## src/rtl/serial_adc_port.sv

```systemverilog
module serial_adc_port #(
  parameter int DW       = 12,
  parameter int WAKE_CYC = 64
) (
  input  logic          clk,
  input  logic          rst_n,
  input  logic          cs_n,
  input  logic          sck,
  input  logic [DW-1:0] sample_in,
  output logic          sdo,
  output logic          sdo_oe,
  output logic [1:0]    pwr_state,
  output logic          not_ready
);
  localparam int FRAME  = DW + 4;
  localparam int COMMIT = DW + 2;
  localparam int CW     = $clog2(FRAME + 1);
  localparam int WW     = $clog2(WAKE_CYC + 1);
  localparam logic [1:0] ACT = 2'd0, NAP = 2'd1, SLP = 2'd2;

  logic          cs_q, sck_q, frame, lead2, dead, sck_seen;
  logic [CW-1:0] cnt;
  logic [DW-1:0] word, samp, result;
  logic [2:0]    pcnt;
  logic [1:0]    pstate;
  logic [WW-1:0] wake_cnt;

  wire cs_fall  = cs_q & ~cs_n;
  wire cs_rise  = ~cs_q & cs_n;
  wire sck_fall = sck_q & ~sck;
  wire sck_rise = ~sck_q & sck;
  wire sck_edge = sck_fall | sck_rise;
  wire recovering = (wake_cnt != '0);
  wire [2:0] pnext = (pcnt == 3'd4) ? 3'd4 : pcnt + 3'd1;

  always_ff @(posedge clk) begin
    if (!rst_n) begin
      cs_q <= 1'b1; sck_q <= 1'b0; frame <= 1'b0; lead2 <= 1'b0;
      dead <= 1'b0; sck_seen <= 1'b0; cnt <= '0; word <= '0;
      samp <= '0; result <= '0; pcnt <= '0; pstate <= ACT; wake_cnt <= '0;
    end else begin
      cs_q  <= cs_n;
      sck_q <= sck;
      if (recovering) wake_cnt <= wake_cnt - 1'b1;
      if (sck_edge) begin
        pcnt     <= '0;
        sck_seen <= 1'b1;
      end
      if (cs_fall) begin
        sck_seen <= 1'b0;
        if (pstate == ACT) begin
          frame <= 1'b1;
          cnt   <= '0;
          lead2 <= sck_q;
          samp  <= sample_in;
          dead  <= recovering;
          word  <= recovering ? '0 : result;
        end
      end
      if (cs_rise) begin
        frame <= 1'b0;
        if (!sck_seen && !sck_edge) begin
          pcnt <= pnext;
          if (pnext == 3'd2 && pstate == ACT) pstate <= NAP;
          if (pnext == 3'd4) pstate <= SLP;
        end
      end
      if (frame && sck_fall && !cs_rise && cnt != CW'(FRAME)) begin
        cnt <= cnt + 1'b1;
        if (cnt == CW'(COMMIT - 1) && !dead) result <= samp;
      end
      if (sck_rise && pstate != ACT) begin
        pstate <= ACT;
        if (pstate == SLP) wake_cnt <= WW'(WAKE_CYC);
      end
    end
  end

  logic bitv;
  always_comb begin
    int k;
    k    = int'(cnt) - (lead2 ? 2 : 1);
    bitv = 1'b0;
    if (k >= 0 && k < DW) bitv = word[DW-1-k];
  end

  assign sdo_oe    = frame && (cnt != CW'(FRAME));
  assign sdo       = sdo_oe & bitv;
  assign pwr_state = pstate;
  assign not_ready = recovering;
endmodule

```

## config.mk

```make
export PLATFORM = sky130hd
export DESIGN_NAME = serial_adc_port
export DESIGN_NICKNAME = d
export VERILOG_FILES = /design/src/rtl/serial_adc_port.sv
export SDC_FILE = /design/constraint.sdc
export NUM_CORES = 1
export LEC_CHECK = 0
export BUFFER_PORTS_ARGS = -buffer_cell sky130_fd_sc_hd__buf_2
export CAP_MARGIN = 20
export CORE_MARGIN = 1.5
export CORE_UTILIZATION = 59
export DETAILED_ROUTE_END_ITERATION = 16
export PLACE_DENSITY_LB_ADDON = 0.25
export SETUP_SLACK_MARGIN = 0.02
export SYNTH_ARGS = -nofsm -noshare
export SYNTH_HDL_FRONTEND = slang
export SYNTH_SLANG_ARGS = --single-unit
```

## constraint.sdc

```tcl
create_clock -name clk -period 3.13 [get_ports clk]
set_input_delay 0.4695 -clock clk [delete_from_list [all_inputs] [get_ports clk]]
set_output_delay 0.4695 -clock clk [all_outputs]
set_load 0.05 [all_outputs]
```

==> results of run 1 <==
==> cell type report <==
type                       instances  area, sq um
clock buffer                      11          131
clock inverter                     5          125
fill                             360         1240
inverter                          15         56.3
multi-input combinational        228         1470
sequential                        59         1180
tap                               52         65.1
timing repair buffer              30          181
==> cells in the final DEF (no fill, tap or decap), drive strengths merged, types with 2 or more instances in the layout <==
cell type and instances:
o21ai 15, a211oi 3, inv 15, clkbuf 11
a21oi 48, xnor2 4, buf 30, ha 12
nor2b 2, and2 2, nand2 53, mux4 3
mux2 2, nor3 5, nand3 36, xor2 3
a21o 2, nor2 14, nand2b 4, or3 2
dfxtp 59, bufinv 4
==> power breakdown <==
group / switching [uW] / internal (uW)
logic: 278 / 156
clock network: 294 / 609
registers: 43.8 / 806
==> layer usage <==
layer,vias to the layer above,part of all wire (%),GRT usage (%)
met5,-,0,0
li1,1153,-,-
met2,43,47,38.9
met1,1029,46,30.3
met3,13,4.5,6.47
met4,0,2.0,12.4
==> worst max-delay path, delay by kind of cell, from the launching register on <==
kind            cells  cell delay (ns)
compound gates      1             0.28
xor+xnor            1             0.17
fa+ha+maj           3             0.86
buf+inv             3             0.31
flops               1             0.33
mux                 1             0.30
==> cells by family (layout without fill, tap and decap cells) <==
group	count (synthesis)	in the layout	share of synthesized area, %
and+or+nand+nor	126	126	22.6
AOI/OAI and AO/OA	76	76	15.8
DFF	59	59	42.6
buffers and inverters	34	61	5.82
adders and majority gates	13	13	6.13
xor gates and xnor gates	7	7	2.89
muxes	6	6	4.15
==> stage by stage <==
step           cells  setup TNS, ns  instance area, sq um
5_1_grt          400        -0.0586                  3210
2_1_floorplan    321              0                  2780
6_report         400              0                  3210
3_5_place_dp     379              0                  2870
3_3_place_gp     379              0                  2870
4_1_cts          398              0                  3160
==> timing repair <==
item / CTS / global route
pin swaps: 2 / 4
resized for setup: 5 / 7
setup endpoints to repair: 1 / 1
setup buffers: 3 / 2
==> cell usage after synthesis, types with 2 or more instances <==
cell type	n	share of area, %
a211oi_1	3	0.81
xnor2_1	3	0.95
buf_6	3	1.2
o21ai_0	11	2.0
nor2_1	14	1.9
mux4_1	3	2.8
clkbuf_1	9	1.2
inv_1	15	2.0
nor3_1	4	0.72
xor2_1	3	0.95
nand2b_1	4	0.90
nor2b_1	2	0.45
a21o_1	2	0.54
and2_1	2	0.45
o21ai_1	4	0.72
a21oi_1	48	8.7
ha_1	12	5.4
buf_2	6	1.1
dfxtp_1	59	43
nand2_1	52	7.0
nand3_1	36	6.5
==> final timing paths <==
path | from | depth (start not counted) | slack, ns | end
max | cnt[0]$_SDFFE_PN0P_ | 9 | 0.06 | sdo
min reg2reg | word[3]$_SDFFE_PN0P_ | 2 | 0.45 | word[3]$_SDFFE_PN0P_
max reg2reg | wake_cnt[0]$_SDFF_PN0_ | 7 | 1.27 | wake_cnt[4]$_SDFF_PN0_
min | sample_in[11] | 3 | 0.36 | samp[11]$_SDFFE_PN0P_
==> state kept, by name, indices dropped and copies added (netlist names) <==
name and flops:
frame 1, pcnt 3, result 12, word 12, samp 12, cs_q 1
dead 1, sck_q 1, cnt 5, pwr_state 2, sck_seen 1, lead2 1
wake_cnt 7
==> impl_metrics.toml, run 1 <==
[status]
status = "finished, final reports clean"

[routing]
vias = 2238
dr.pass1.iters = 6
drc_errors = 0
vias_per_cell = 5.60
drtIter0Drc = 100
postRouteAntennaNets = 0
wirelength_um = 5560
wl_per_cell_um = 13.9

[timing]
holdWs_ns = 0.364
max_freq_mhz = 325
tightestPinTransition_ns = 0.620
finalCritPeriodShare_pct = 98.2
setup_viol = 0
finalClockSkew_ns = 0.00730
relSlewSlack_pct = 58.5
fin_crit_ns = 3.07
finalMaxSlewViolations = 0
hold_violations = 0
grt_setup_unrepaired = "yes"
fin_ws_ns = 0.0553

[pwr]
power_uw = 2190
ir_worst_vdd_mv = 0.438
leakage_uw = 0.00121
cellPowerDensity_nw_per_um2 = 682

[critical_path]
setup.worst_path.class = "flip-flop to output port"
path_max_fanout = 3
path_cells = "inv_2 > ha_4 > fa_2 > xnor2_4 > inv_2 > ha_4 > mux2_4 > a2111oi_4 > buf_6"
worstPathRequired_ns = 2.66
worstPathArrival_ns = 2.61
cp_slowest_cell = "fa_2"
cp-start-kind = "flip-flop"
cp-end-kind = "output port"
critical-path-max-stage-delay_ns = 0.44

[final_layout]
syn_to_final_growth_pct = 15.6
diodes = 0
final_layout_size_suffix_gt1_share_pct = 19.0
nets = 372
post-route-util_pct = 72.2

[floorplanning]
num_io_pins = 21
initial_utilization_pct = 62.4
die_w_um = 71.6
die_area_sq_um = 5120
fp-row-count = 24
core_area_sq_um = 4440
die_y_um = 71.6

[synth]
ys_async_sr_fraction_pct = 0
yosysSeqAreaShare_pct = 42.6
synth_cells = 321
synth_fp_nets = 350
yosysWarningCount = 0
ys_ff_latch = 59
synth.avg_cell_area_sq_um = 8.65
synth-edff-count = 0
syn_area_sq_um = 2780
synth.distinct_cells = 47
ys.flop_type = "dfxtp_1"

[clock_tree]
root_buffer = "clkbuf_8"
cts_buffer_depth = 2
path_clk_slew_ns = 0.07
clkSinkCount = 59
cts_tree = "yes"
numCtsBuffers = 9
clock_latency_ns = 0.34
ctsHoldBuffers = 0
cts_max_level = 3

[placement]
pre_cts_ws_ns = 0.144
portBuffers = 20
place_congestion = 0.783
hpwlAfterDp_um = 3460

[grt]
gr-total-overflow = 0
grt_max_degree = 33
antenna_found_initial = 0
grt_first_pass_wirelength_um = 9640
track_usage_pct = 24.3
grt_pass1_vias = 2179

[worst_hold_path]
hold_path.class = "input port to flip-flop"

[run]
cap_violations = 0
(Power assumes the default switching activity.)
==> run 2: changes to the inputs <==
--- a/config.mk
+++ b/config.mk
@@ -10,7 +10,7 @@
 export CORE_MARGIN = 1.5
 export CORE_UTILIZATION = 59
 export DETAILED_ROUTE_END_ITERATION = 16
-export PLACE_DENSITY_LB_ADDON = 0.25
+export PLACE_DENSITY = 0.78
 export SETUP_SLACK_MARGIN = 0.02
 export SYNTH_ARGS = -nofsm -noshare
 export SYNTH_HDL_FRONTEND = slang
==> impl_metrics.toml, run 2 (synthesis results as in run 1) <==
[critical_path]
cp-end-kind = "output port"
worstPathRequired_ns = 2.66
worstPathArrival_ns = 2.68
path_cells = "inv_4 > ha_4 > fa_2 > xnor2_4 > inv_2 > ha_4 > mux2_4 > a2111oi_4 > buf_6"
cp_slowest_cell = "fa_2"
critical-path-max-stage-delay_ns = 0.44
setup.worst_path.class = "flip-flop to output port"
crit_top_cell = "ha_4"
rrSetupSlack_ns = 1.29
path_max_fanout = 3
cp-start-kind = "flip-flop"

[routing]
drc_errors = 0
wirelength_um = 5520
wl_per_cell_um = 13.8
vias_per_cell = 5.66
dr.pass1.iters = 6
drtIter0Drc = 127
vias = 2270
postRouteAntennaNets = 0

[grt]
grt_first_pass_wirelength_um = 9290
track_usage_pct = 23.4
grt_max_degree = 43
antenna_found_initial = 0
gr-total-overflow = 0
grt_pass1_vias = 2097

[floorplanning]
fp-row-count = 24
num_io_pins = 21
die_area_sq_um = 5120
die_w_um = 71.6
die_y_um = 71.6
initial_utilization_pct = 62.4
core_area_sq_um = 4440

[timing]
fin_ws_ns = -0.0155
finalCritPeriodShare_pct = 100
max_freq_mhz = 318
relSlewSlack_pct = 59.0
hold_violations = 0
setup_viol = 1
finalMaxSlewViolations = 0
fin_crit_ns = 3.15
tightestPinTransition_ns = 0.613
holdWs_ns = 0.365
finalClockSkew_ns = 0.00662
grt_setup_unrepaired = "yes"

[clock_tree]
cts_max_level = 3
numCtsBuffers = 9
path_clk_slew_ns = 0.06
ctsHoldBuffers = 0
root_buffer = "clkbuf_8"
cts_buffer_depth = 2
clkSinkCount = 59
cts_tree = "yes"
clock_latency_ns = 0.34

[run]
cap_violations = 0

[placement]
place_congestion = 0.770
postPlaceCellArea_sq_um = 2870
hpwlAfterDp_um = 3500
portBuffers = 20

[final_layout]
final_common_cell = "dfxtp_1"
nets = 373
diodes = 0
reg_top3 = "result: 12 flops, samp: 12 flops, word: 12 flops"
post-route-cell-area_sq_um = 3150
syn_to_final_growth_pct = 13.3
layout_common_cells = "57 x dfxtp_1, 52 x nand2_1, 48 x a21oi_1"
final_layout_size_suffix_gt1_share_pct = 19.2

[worst_hold_path]
hold_path.class = "input port to flip-flop"

[status]
violations = "setup timing"
status = "finished, violations left"

[pwr]
ir_worst_vdd_mv = 0.390
leakage_uw = 0.00118
cellPowerDensity_nw_per_um2 = 601
## run 2: changes by cell type in the layout (fill, tap and decap cells not counted), sizes merged
cell | previous run | this run
bufinv | 4 | 0
clkinv | 1 | 2
buf | 30 | 31
clkbuf | 11 | 14
## run 2: final timing paths
check                            to              startpoint  cells past startpoint
max                             sdo     cnt[0]$_SDFFE_PN0P_                      9
min           samp[11]$_SDFFE_PN0P_           sample_in[11]                      3
max reg2reg  wake_cnt[2]$_SDFF_PN0_  wake_cnt[0]$_SDFF_PN0_                      7
min reg2reg    word[3]$_SDFFE_PN0P_    word[3]$_SDFFE_PN0P_                      2
## run 2: final cells by class
type,count,area [sq um]
well taps,52,65.1
multi-input cells,228,1470
inverters,15,58.8
clock buffers,14,163
flip-flops and latches,59,1180
clock inverters,2,10.0
repair buffers,31,193
fillers,360,1300
## run 2: where the power goes
group          switching [uW]  internal, uW  leakage, uW  total, uW
sequential               41.6           806     0.000481        847
combinational             272           158     0.000609        430
clock                     284           329    0.0000905        613
## run 2: through the flow
step	std cells	TNS (ns)	power, uW	worst slack, ns	utilization (%)
4_1_cts	398	0	1890	0.0340	69.3
6_report	401	-0.0155	1890	-0.0155	70.8
2_1_floorplan	321	0	1220	0.0927	-
3_3_place_gp	379	0	1260	0.199	64.6
5_1_grt	401	-0.116	1990	-0.116	70.8
3_5_place_dp	379	0	1280	0.150	64.6
## run 2: per-layer routing
layer,wire length [um],global-route usage (%),up-vias
li1,-,-,1152
met1,2660,31.6,1052
met2,2510,34.8,53
met3,216,5.63,13
met4,128,12.8,0
met5,0,0,-
## run 2: critical path: cells and delay by family (launching register included)
kind,cells,cell delay [ns]
muxes,1,0.30
AOI/OAI and AO/OA,1,0.33
adders and majority gates,3,0.86
buffers and inverters,3,0.32
DFF,1,0.35
xor gates and xnor gates,1,0.18
## run 2: timing repair
action | in CTS | in global routing
pin swaps | 2 | 5
cloned | 0 | 0
gates resized for setup | 4 | 11
setup buffers | 3 | 4
endpoints found under the setup margin | 1 | 1
